<file path="config.mk">
export PLATFORM = sky130hd
export DESIGN_NAME = csr_gate
export DESIGN_NICKNAME = d
export VERILOG_FILES = /design/src/rtl/csr_gate_pkg.sv /design/src/rtl/csr_gate_decode.sv /design/src/rtl/csr_gate_alu.sv /design/src/rtl/csr_gate_regs.sv /design/src/rtl/csr_gate.sv
export SDC_FILE = /design/constraint.sdc
export NUM_CORES = 1
export LEC_CHECK = 0
export CORE_UTILIZATION = 41
export CTS_CLUSTER_DIAMETER = 100
export DETAILED_ROUTE_END_ITERATION = 12
export PLACE_DENSITY = 0.66
export SLEW_MARGIN = 20
export SYNTH_ARGS = -nofsm -noshare
export SYNTH_HDL_FRONTEND = slang
export SYNTH_SLANG_ARGS = --single-unit
</file>
<file path="constraint.sdc">
create_clock -name clk -period 3.77 [get_ports clk]
set_clock_uncertainty 0.15 [all_clocks]
set_input_delay 0.754 -clock clk [delete_from_list [all_inputs] [get_ports clk]]
set_output_delay 0.754 -clock clk [all_outputs]
set_load 0.1 [all_outputs]
</file>
<file path="src/rtl/csr_gate_pkg.sv">
package csr_gate_pkg;

    typedef enum logic [1:0] {
        OP_NONE = 2'b00,
        OP_SWAP = 2'b01,
        OP_SET  = 2'b10,
        OP_CLR  = 2'b11
    } csr_op_e;

    typedef enum logic [1:0] {
        LVL_USER  = 2'd0,
        LVL_SUPER = 2'd1,
        LVL_HYPER = 2'd2,
        LVL_MACH  = 2'd3
    } priv_e;

    localparam int ADDR_W      = 12;
    localparam int IMM_W       = 5;
    localparam int NUM_SCRATCH = 5;

    localparam logic [ADDR_W-1:0] ADDR_CNT_RW = 12'hB00;
    localparam logic [ADDR_W-1:0] ADDR_CNT_RO = 12'hC00;
    localparam logic [ADDR_W-1:0] ADDR_IDENT  = 12'hF11;

    function automatic logic [ADDR_W-1:0] scratch_addr(input int idx);
        case (idx)
            0:       return 12'h040;
            1:       return 12'h140;
            2:       return 12'h240;
            3:       return 12'h340;
            default: return 12'h7A0;
        endcase
    endfunction

endpackage

</file>
<file path="src/rtl/csr_gate_decode.sv">
module csr_gate_decode
    import csr_gate_pkg::*;
(
    input  logic [ADDR_W-1:0]      addr,
    output logic [NUM_SCRATCH-1:0] scr_sel,
    output logic                   cnt_rw_sel,
    output logic                   cnt_ro_sel,
    output logic                   ident_sel,
    output logic                   hit,
    output logic                   read_only,
    output logic [1:0]             need_lvl
);

    for (genvar g = 0; g < NUM_SCRATCH; g++) begin : g_scr_match
        assign scr_sel[g] = (addr == scratch_addr(g));
    end

    always_comb begin
        cnt_rw_sel = (addr == ADDR_CNT_RW);
        cnt_ro_sel = (addr == ADDR_CNT_RO);
        ident_sel  = (addr == ADDR_IDENT);
        hit        = (|scr_sel) | cnt_rw_sel | cnt_ro_sel | ident_sel;
        read_only  = (addr[11:10] == 2'b11);
        need_lvl   = addr[9:8];
    end

endmodule

</file>
<file path="src/rtl/csr_gate_alu.sv">
module csr_gate_alu
    import csr_gate_pkg::*;
#(
    parameter int XLEN = 32
) (
    input  csr_op_e          op,
    input  logic             use_imm,
    input  logic [IMM_W-1:0] imm,
    input  logic [XLEN-1:0]  rs_data,
    input  logic [XLEN-1:0]  old_val,
    output logic [XLEN-1:0]  new_val,
    output logic             write_req
);

    logic [XLEN-1:0] src;

    always_comb begin
        src = use_imm ? {{(XLEN-IMM_W){1'b0}}, imm} : rs_data;
        new_val   = old_val;
        write_req = 1'b0;
        unique case (op)
            OP_SWAP: begin
                new_val   = src;
                write_req = 1'b1;
            end
            OP_SET: begin
                new_val   = old_val | src;
                write_req = (src != '0);
            end
            OP_CLR: begin
                new_val   = old_val & ~src;
                write_req = (src != '0);
            end
            OP_NONE: begin
                new_val   = old_val;
                write_req = 1'b0;
            end
        endcase
    end

endmodule

</file>
<file path="src/rtl/csr_gate_regs.sv">
module csr_gate_regs
    import csr_gate_pkg::*;
#(
    parameter int              XLEN     = 32,
    parameter logic [XLEN-1:0] ID_VALUE = 32'h5EC0_0A11
) (
    input  logic                   clk,
    input  logic                   rst_n,
    input  logic [NUM_SCRATCH-1:0] scr_sel,
    input  logic                   cnt_rw_sel,
    input  logic                   cnt_ro_sel,
    input  logic                   ident_sel,
    input  logic                   commit,
    input  logic [XLEN-1:0]        wval,
    output logic [XLEN-1:0]        rval
);

    logic [XLEN-1:0] scr_q [NUM_SCRATCH];
    logic [XLEN-1:0] cnt_q;

    for (genvar g = 0; g < NUM_SCRATCH; g++) begin : g_scr
        always_ff @(posedge clk or negedge rst_n) begin
            if (!rst_n)
                scr_q[g] <= '0;
            else if (commit && scr_sel[g])
                scr_q[g] <= wval;
        end

        // a scratch register keeps its value unless committed
        p_scratch_hold_r10: assert property (@(posedge clk) disable iff (!rst_n)
            !(commit && scr_sel[g]) |=> scr_q[g] == $past(scr_q[g]));
    end

    always_ff @(posedge clk or negedge rst_n) begin
        if (!rst_n)
            cnt_q <= '0;
        else if (commit && cnt_rw_sel)
            cnt_q <= wval;
        else
            cnt_q <= cnt_q + XLEN'(1);
    end

    // the counter steps by one on every cycle without a write
    p_count_step_r11: assert property (@(posedge clk) disable iff (!rst_n)
        !(commit && cnt_rw_sel) |=> cnt_q == $past(cnt_q) + XLEN'(1));

    always_comb begin
        rval = '0;
        for (int i = 0; i < NUM_SCRATCH; i++)
            if (scr_sel[i]) rval = rval | scr_q[i];
        if (cnt_rw_sel || cnt_ro_sel) rval = rval | cnt_q;
        if (ident_sel)                rval = rval | ID_VALUE;
    end

endmodule

</file>
<file path="src/rtl/csr_gate.sv">
module csr_gate
    import csr_gate_pkg::*;
#(
    parameter int              XLEN     = 32,
    parameter logic [XLEN-1:0] ID_VALUE = 32'h5EC0_0A11
) (
    input  logic             clk,
    input  logic             rst_n,
    input  logic             req_valid,
    input  logic [11:0]      req_addr,
    input  logic [1:0]       req_op,
    input  logic             req_use_imm,
    input  logic [4:0]       req_imm,
    input  logic [XLEN-1:0]  req_rs_data,
    input  logic [1:0]       cur_mode,
    output logic             rsp_valid,
    output logic [XLEN-1:0]  rsp_rdata,
    output logic [XLEN-1:0]  rsp_wdata,
    output logic             rsp_wen,
    output logic             rsp_illegal
);

    csr_op_e               op;
    logic [NUM_SCRATCH-1:0] scr_sel;
    logic                  cnt_rw_sel, cnt_ro_sel, ident_sel;
    logic                  hit, read_only;
    logic [1:0]            need_lvl;
    logic [XLEN-1:0]       old_val, new_val;
    logic                  write_req, legal, commit;

    assign op = csr_op_e'(req_op);

    csr_gate_decode u_decode (
        .addr       (req_addr),
        .scr_sel    (scr_sel),
        .cnt_rw_sel (cnt_rw_sel),
        .cnt_ro_sel (cnt_ro_sel),
        .ident_sel  (ident_sel),
        .hit        (hit),
        .read_only  (read_only),
        .need_lvl   (need_lvl)
    );

    csr_gate_alu #(.XLEN(XLEN)) u_alu (
        .op        (op),
        .use_imm   (req_use_imm),
        .imm       (req_imm),
        .rs_data   (req_rs_data),
        .old_val   (old_val),
        .new_val   (new_val),
        .write_req (write_req)
    );

    csr_gate_regs #(.XLEN(XLEN), .ID_VALUE(ID_VALUE)) u_regs (
        .clk        (clk),
        .rst_n      (rst_n),
        .scr_sel    (scr_sel),
        .cnt_rw_sel (cnt_rw_sel),
        .cnt_ro_sel (cnt_ro_sel),
        .ident_sel  (ident_sel),
        .commit     (commit),
        .wval       (new_val),
        .rval       (old_val)
    );

    always_comb begin
        legal  = hit && (op != OP_NONE) && (cur_mode >= need_lvl)
                 && !(read_only && write_req);
        commit = req_valid && legal && write_req;
    end

    always_ff @(posedge clk or negedge rst_n) begin
        if (!rst_n) begin
            rsp_valid   <= 1'b0;
            rsp_illegal <= 1'b0;
            rsp_wen     <= 1'b0;
            rsp_rdata   <= '0;
            rsp_wdata   <= '0;
        end else begin
            rsp_valid   <= req_valid;
            rsp_illegal <= req_valid && !legal;
            rsp_wen     <= commit;
            rsp_rdata   <= (req_valid && legal) ? old_val : '0;
            rsp_wdata   <= commit ? new_val : '0;
        end
    end

    // one response per request, one cycle later
    p_resp_follow_r1: assert property (@(posedge clk) disable iff (!rst_n)
        req_valid |=> rsp_valid);
    p_resp_quiet_r1: assert property (@(posedge clk) disable iff (!rst_n)
        !req_valid |=> !rsp_valid);

    // a register-source swap that writes carries the source
    p_swap_data_r2: assert property (@(posedge clk) disable iff (!rst_n)
        (req_valid && req_op == 2'b01 && !req_use_imm)
        |=> (!rsp_wen || rsp_wdata == $past(req_rs_data)));

    // a zero register source never writes
    p_zero_src_r5: assert property (@(posedge clk) disable iff (!rst_n)
        (req_valid && req_op[1] && !req_use_imm && req_rs_data == '0) |=> !rsp_wen);

    // a lower mode is refused
    p_low_mode_r6: assert property (@(posedge clk) disable iff (!rst_n)
        (req_valid && cur_mode < req_addr[9:8]) |=> (rsp_illegal && !rsp_wen));

    // a swap to a read-only number is refused
    p_ro_write_r7: assert property (@(posedge clk) disable iff (!rst_n)
        (req_valid && req_addr[11:10] == 2'b11 && req_op == 2'b01) |=> rsp_illegal);

    // an illegal response carries no data and no write
    p_illegal_quiet_r9: assert property (@(posedge clk) disable iff (!rst_n)
        (rsp_valid && rsp_illegal) |-> (!rsp_wen && rsp_rdata == '0 && rsp_wdata == '0));

endmodule

</file>
==> run_results.csv, run 1 <==
group,metric,value,unit
status,status,"completed",
grt,overflow,0,
power_and_ir_drop,p_int,4.78,mW
drt,wl_per_cell,22.3,um
worst_setup_path,crit_path_start,"req_rs_data[20]",
worst_setup_path,crit_end,"u_regs.cnt_q[30]",
yosys,syn-num-nets,1248,
placement,port_buffers,123,
cells_and_area,design_area,0.0155,sq mm
power_and_ir_drop,p_per_area,405,mW/mm^2
drt,ant_nets,0,
power_and_ir_drop,p_leak,6.80,nW
placement,hpwl,24600,um
sta,setup_viol_count_final,0,
floorplanning,dieArea,0.0309,sq mm
yosys,yosysWarnings,0,
sta,hold_viol,0,
cts,cts.sinks,259,
power_and_ir_drop,seqPwrFrac,45.5,%
grt,grt_pass1_wl,60100,um
floorplanning,core_region_area,0.0296,sq mm
cts,clockRootBuffer,"clkbuf_16",
drt,wl_met3,3050,um
cts,cts-htree-levels,1,
worst_setup_path,r2r-end,"u_regs.scr_q[132]",
yosys,synth_compound_area_share,17.0,%
sta,tightestPinTransition,0.989,ns
drt,firstDrtPassIters,6,
floorplanning,io_pins,124,
worst_setup_path,crit_fanout,32,
yosys,netlist_instances,1188,
cells_and_area,syn2layout_area_growth,25.0,%
worst_setup_path,r2r_cells,5,
yosys,synth_ff_type,"dfrtp_1",
cts,clk_latency,0.56,ns
sta,timing.final.crit_share,83.5,%
drt,vias,10197,
yosys,synth-seq-cells,259,
placement,post_dp_cell_area,0.0145,sq mm
floorplanning,chipHeight,176,um
placement,place.gp.congestion,0.854,
cts,cts.repair.resized,0,
yosys,synthMuxAreaShare,9.73,%
cells_and_area,antennaDiodeCount,0,
worst_setup_path,cp.required,4.07,ns
yosys,postSynthAreaPerCell,10.4,sq um
worst_setup_path,r2r-start,"u_regs.scr_q[36]",
sta,fmaxAchievable,0.318,GHz
cells_and_area,drive_gt1_share,14.9,%
cts,cts_tree,"yes",
cts,cts_setup_buffers,0,
sta,slew_headroom,33.9,%
placement,pre_cts_ws,0.120,ns
yosys,synth_seq_area_share,52.4,%
yosys,async_flop_share,100,%
grt,grt_usage,25.5,%
sta,maxSlewViolCount,0,
cells_and_area,final_common_cell,"dfrtp_1",
sta,rsz0062_at_grt,"no",
worst_setup_path,critPathMaxStageDelay,0.59,ns
min_path,holdCritPathClass,"primary input to asynchronous set/reset pin",
sta,min_period,3.15,ns
drt,viasPerCell,5.86,
power_and_ir_drop,power_frac_comb,7.8,%
yosys,synth_top_family_by_area,"compound AO/OA/AOI/OAI gates",
grt,grt_pass1_vias,10320,
grt,antenna_found_initial,1,
yosys,synthAdderAreaFrac,0.303,%
yosys,ys_types,65,
worst_setup_path,worstSetupEndpointType,"register",
job,drv_cap,0,
power_and_ir_drop,power_frac_clock,46.7,%
cells_and_area,num-fill-cells,2668,
worst_setup_path,crit_type,"primary input to register",
worst_setup_path,rrSetupSlack,1.27,ns
yosys,yosys.area_share.simple,14.6,%
cts,clk_path_buf_depth,3,
drt,routed_wl,38700,um
floorplanning,dieWidth,176,um
floorplanning,row_count,63,
sta,fin_ws,0.624,ns
cells_and_area,mostFrequentLayoutCells,"dfrtp_1, nand2_1, clkdlybuf4s50_1",
drt,dr_wl_met2,18100,um
power_and_ir_drop,vdd_drop_max,303,uV
drt,first_iter_violations,894,
cts,postCtsHoldBufs,0,
cells_and_area,finalNetCount,1389,
floorplanning,initial_core_util,41.8,%
worst_setup_path,crit_arrival,3.45,ns
worst_setup_path,cp-start-kind,"primary input",
drt,route.layer.met1.wl,16600,um
drt,highest_layer,"met4",
cts,clk_pin_slew,0.06,ns
sta,fin_tns_setup,0,ns
drt,drc_errors,0,
grt,grt_max_degree,95,
power_and_ir_drop,switching_share,23.7,%
yosys,syn_area,0.0124,sq mm
power_and_ir_drop,p_sw,1.49,mW
worst_setup_path,crit_slowest_cell,"clkdlybuf4s50_1",
cts,cts_buffers,27,
yosys,synth_edf_count,0,
worst_setup_path,path_cells,"clkdlybuf4s50_1, nor4_1, and4_1, a31oi_2, o21a_1, nand4_1, buf_12, mux2i_1",
yosys,synthXorXnorAreaFrac,2.41,%
[per-stage QoR]
| step | instances | total power [mW] | util (%) | hold WS (ns) |
|---|---|---|---|---|
| 5_1_grt | 1740 | 6.44 | 52.2 | 0.129 |
| 3_3_place_gp | 1690 | 3.38 | 48.8 | 0.312 |
| 4_1_cts | 1740 | 6.29 | 52.2 | 0.109 |
| 2_1_floorplan | 1188 | 3.13 | - | 0.300 |
| 3_5_place_dp | 1690 | 3.39 | 48.9 | 0.323 |
| 6_report | 1740 | 6.27 | 52.2 | 0.0481 |
[sequential cells by signal, indices dropped and copies added (netlist names)]
name,flops
rsp_illegal,1
rsp_rdata,32
rsp_valid,1
rsp_wdata,32
rsp_wen,1
u_regs.cnt_q,32
u_regs.scr_q,160
[cell usage after synthesis (all sizes together) (11+ instances only)]
cell type / number / area share (%)
a221oi: 16 / 1.8
nand3: 22 / 0.89
nor2: 92 / 2.8
clkbuf: 41 / 1.2
inv: 19 / 0.58
dfrtp: 259 / 52
nand2: 188 / 5.7
mux2i: 46 / 3.7
nand4: 11 / 0.56
xnor2: 12 / 0.85
a21oi: 79 / 3.5
o31ai: 11 / 0.67
mux4: 32 / 5.8
xor2: 22 / 1.6
nor2b: 23 / 1.2
a31oi: 17 / 0.91
o21ai: 130 / 5.3
a22oi: 33 / 2.0
nor4: 17 / 1.0
buf: 39 / 1.8
[power groups by stage]
stage / combinational, mW / sequential, mW / clock, mW
finish: 0.488 / 2.85 / 2.92
global route: 0.529 / 2.86 / 3.06
CTS: 0.488 / 2.85 / 2.95
detailed placement: 0.486 / 2.90 / 0
global placement: 0.480 / 2.90 / 0
floorplan: 0.226 / 2.90 / 0
[cells by family after synthesis]
kind of cell / after synthesis
and+or+nand+nor: 394
AOI/OAI and AO/OA: 319
DFF: 259
buffers and inverters: 99
muxes: 80
xor gates and xnor gates: 34
adders and majority gates: 3
[metal layers]
layer	vias to the layer above	GRT usage, %
li1	4547	-
met5	-	0
met4	0	8.12
met2	453	40.9
met3	77	4.72
met1	5120	34.9
[worst min-delay path by stage]
stage               slack (ns)           endpoint              from  depth (start not counted)
detailed placement        0.32   u_regs.scr_q[88]  u_regs.scr_q[88]                          2
global placement          0.31   u_regs.scr_q[76]  u_regs.scr_q[76]                          2
CTS                       0.11  u_regs.scr_q[132]             rst_n                          1
floorplan                 0.30   u_regs.scr_q[65]  u_regs.scr_q[65]                          2
finish                    0.05  u_regs.scr_q[132]             rst_n                          1
global route              0.13  u_regs.scr_q[132]             rst_n                          1
[layout make-up]
type,count,area (sq um),area share (%)
Sequential cell,259,6480,41.9
Multi-Input combinational cell,830,5490,35.5
Timing Repair Buffer,192,1960,12.7
Clock buffer,31,721,4.66
Tap cell,390,488,3.15
Clock inverter,19,262,1.69
Inverter,19,71.3,0.461
[worst max-delay path, delay by kind of cell]
family | cells | cell delay (ns)
AOI/OAI and AO/OA | 2 | 0.51
buffers and inverters | 2 | 0.87
muxes | 1 | 0.26
and+or+nand+nor | 3 | 1.02
No activity file was read; power rests on OpenSTA's default activity.
==> run 2: changes to the inputs <==
- PLACE_DENSITY: 0.66 -> 0.68
- clock period: 3.77 -> 2.8 ns (I/O delays scaled with it)
==> run 2 against run 1 <==
Net effect:
- worst hold slack gained 0.28 ns
- final cell count grew 10%
- critical endpoint is now u_regs.scr_q[137]
- largest cell class unchanged
- sequential cell count stayed put
- sequential share of layout area fell by 3.7 points
- first-iteration DRC count rose by 24%
- via count increased by 9.0%
==> run_results.csv, run 2 (synthesized netlist as in run 1, its figures left out) <==
group,metric,value,unit
power_and_ir_drop,p_per_area,497,mW/mm^2
worst_setup_path,cp.required,3.12,ns
grt,overflow,0,
min_path,hold_start,"u_regs.scr_q[79]",
worst_setup_path,r2r-end,"u_regs.scr_q[128]",
grt,antenna_found_initial,0,
min_path,holdCritPathClass,"register to register",
sta,slew_headroom,38.2,%
cells_and_area,final_common_cell,"buf_4",
grt,grt_max_degree,51,
worst_setup_path,crit_fanout,15,
sta,rsz0062_at_grt,"yes",
worst_setup_path,crit_arrival,3.08,ns
power_and_ir_drop,vdd_drop_max,473,uV
cells_and_area,antennaDiodeCount,0,
job,drv_cap,0,
grt,grt_usage,26.6,%
worst_setup_path,cp-start-kind,"primary input",
drt,drc_errors,0,
power_and_ir_drop,p_leak,7.84,nW
cells_and_area,regArea,0.00648,sq mm
floorplanning,core_region_area,0.0296,sq mm
cts,clk_latency,0.57,ns
grt,grt_pass1_wl,63400,um
worst_setup_path,r2r_cells,5,
floorplanning,dieWidth,176,um
sta,whs,0.332,ns
cts,cts_buffers,28,
floorplanning,chipHeight,176,um
grt,grt_pass1_vias,11186,
cts,clockRootBuffer,"clkbuf_16",
cells_and_area,finalNonFillerCells,1915,
cts,cts-htree-levels,1,
floorplanning,row_count,63,
worst_setup_path,r2r-start,"u_regs.scr_q[32]",
worst_setup_path,rrSetupSlack,0.46,ns
cells_and_area,drive_gt1_share,29.5,%
sta,fmaxAchievable,0.362,GHz
cts,clk_pin_slew,0.06,ns
drt,wl_per_cell,21.4,um
worst_setup_path,worstSetupEndpointType,"register",
placement,hpwl,27800,um
floorplanning,initial_core_util,41.8,%
floorplanning,io_pins,124,
sta,maxSlewViolCount,0,
sta,setup_viol_count_final,0,
min_path,whs_endpoint,"u_regs.scr_q[79]",
cells_and_area,mostFrequentLayoutCells,"buf_4, dfrtp_1, nand2_1",
cells_and_area,num-fill-cells,2504,
cells_and_area,syn2layout_area_growth,37.1,%
drt,vias,11110,
placement,dp.cells,1855,
drt,routed_wl,41100,um
cells_and_area,largest_reg_flops,160,
power_and_ir_drop,p_total,8.43,mW
cells_and_area,top_register,"u_regs.scr_q",
min_path,hold_path_depth,2,
status,status,"completed",
drt,viasPerCell,5.80,
sta,min_period,2.76,ns
placement,place.gp.congestion,0.877,
drt,firstDrtPassIters,6,
cts,clk_path_buf_depth,3,
sta,tightestPinTransition,0.924,ns
worst_setup_path,crit_type,"primary input to register",
placement,port_buffers,123,
cells_and_area,multi_input_area,0.00566,sq mm
sta,timing.final.crit_share,98.6,%
drt,ant_nets,0,
cts,cts_tree,"yes",
cells_and_area,finalNetCount,1563,
sta,hold_viol,0,
floorplanning,dieArea,0.0309,sq mm
drt,first_iter_violations,1111,
cts,cts.sinks,259,
==> run 2: cell types whose count changed in the layout (fill, tap and decap cells not counted), sizes merged, moves of 3 or more <==
cell           before  now
clkdlybuf4s50     120   52
buf                72  309
bufinv              6    2
clkinv             10    7
clkbuf             31   43
==> run 2: timing repair <==
item                       CTS  global route
setup buffers                0             5
pin swaps                    0             5
resized for setup            3            26
hold endpoints to repair    44             0
gates cloned                 0             2
hold buffers                 1             0
setup endpoints to repair    7            80
==> run 2: where the power goes <==
part / leakage [nW] / internal (mW) / total, mW / switching (mW)
sequential: 3.55 / 3.78 / 3.84 / 0.0602
combinational: 3.82 / 0.350 / 0.797 / 0.447
clock: 0.473 / 2.23 / 3.79 / 1.56
==> run 2: how the worst max path moves through the flow <==
| stage | start | cells after the start | endpoint | slack, ns |
|---|---|---|---|---|
| after global routing | req_addr[5] | 10 | u_regs.scr_q[87] | -0.04 |
| after floorplan | req_addr[9] | 11 | u_regs.cnt_q[4] | 0.01 |
| after detailed placement | req_addr[9] | 10 | u_regs.scr_q[139] | -0.69 |
| after global placement | req_addr[9] | 10 | u_regs.cnt_q[11] | -0.61 |
| after CTS | req_addr[9] | 10 | u_regs.cnt_q[27] | 0.005 |
| final | req_addr[5] | 9 | u_regs.scr_q[137] | 0.04 |
==> run 2: stage by stage <==
step,utilization (%),instance area (sq um),setup WS [ns],TNS [ns]
2_1_floorplan,-,12400,0.0124,0
3_3_place_gp,53.1,15700,-0.608,-93.72
3_5_place_dp,53.1,15700,-0.688,-105.62
4_1_cts,56.5,16700,0.00526,0
5_1_grt,57.3,17000,-0.0402,-0.231
6_report,57.3,17000,0.0384,0
==> run 2: layout make-up <==
| cell class | instances | share of cell area (%) |
|---|---|---|
| clock buffer | 42 | 4.85 |
| clock inverter | 10 | 0.774 |
| inverter | 19 | 0.420 |
| multi-input combinational | 830 | 33.3 |
| sequential | 259 | 38.2 |
| tap | 390 | 2.88 |
| timing repair buffer | 365 | 19.5 |
==> run 2: layer usage <==
layer	share of wire, %	up-vias	wire length [um]	GRT usage, %
li1	-	4910	-	-
met1	41	5570	16900	36.7
met2	48	543	19600	42.5
met3	8.3	87	3420	4.09
met4	2.8	0	1160	9.38
met5	0	-	0	0
==> run 2: worst max-delay path, cell delays in order <==
cell	delay [ns]
clkdlybuf4s50_1	0.42
or4_4	0.58
a2111oi_4	0.39
buf_12	0.19
buf_12	0.16
nand2_1	0.11
a31oi_1	0.34
a221oi_4	0.13
o21ai_1	0.18
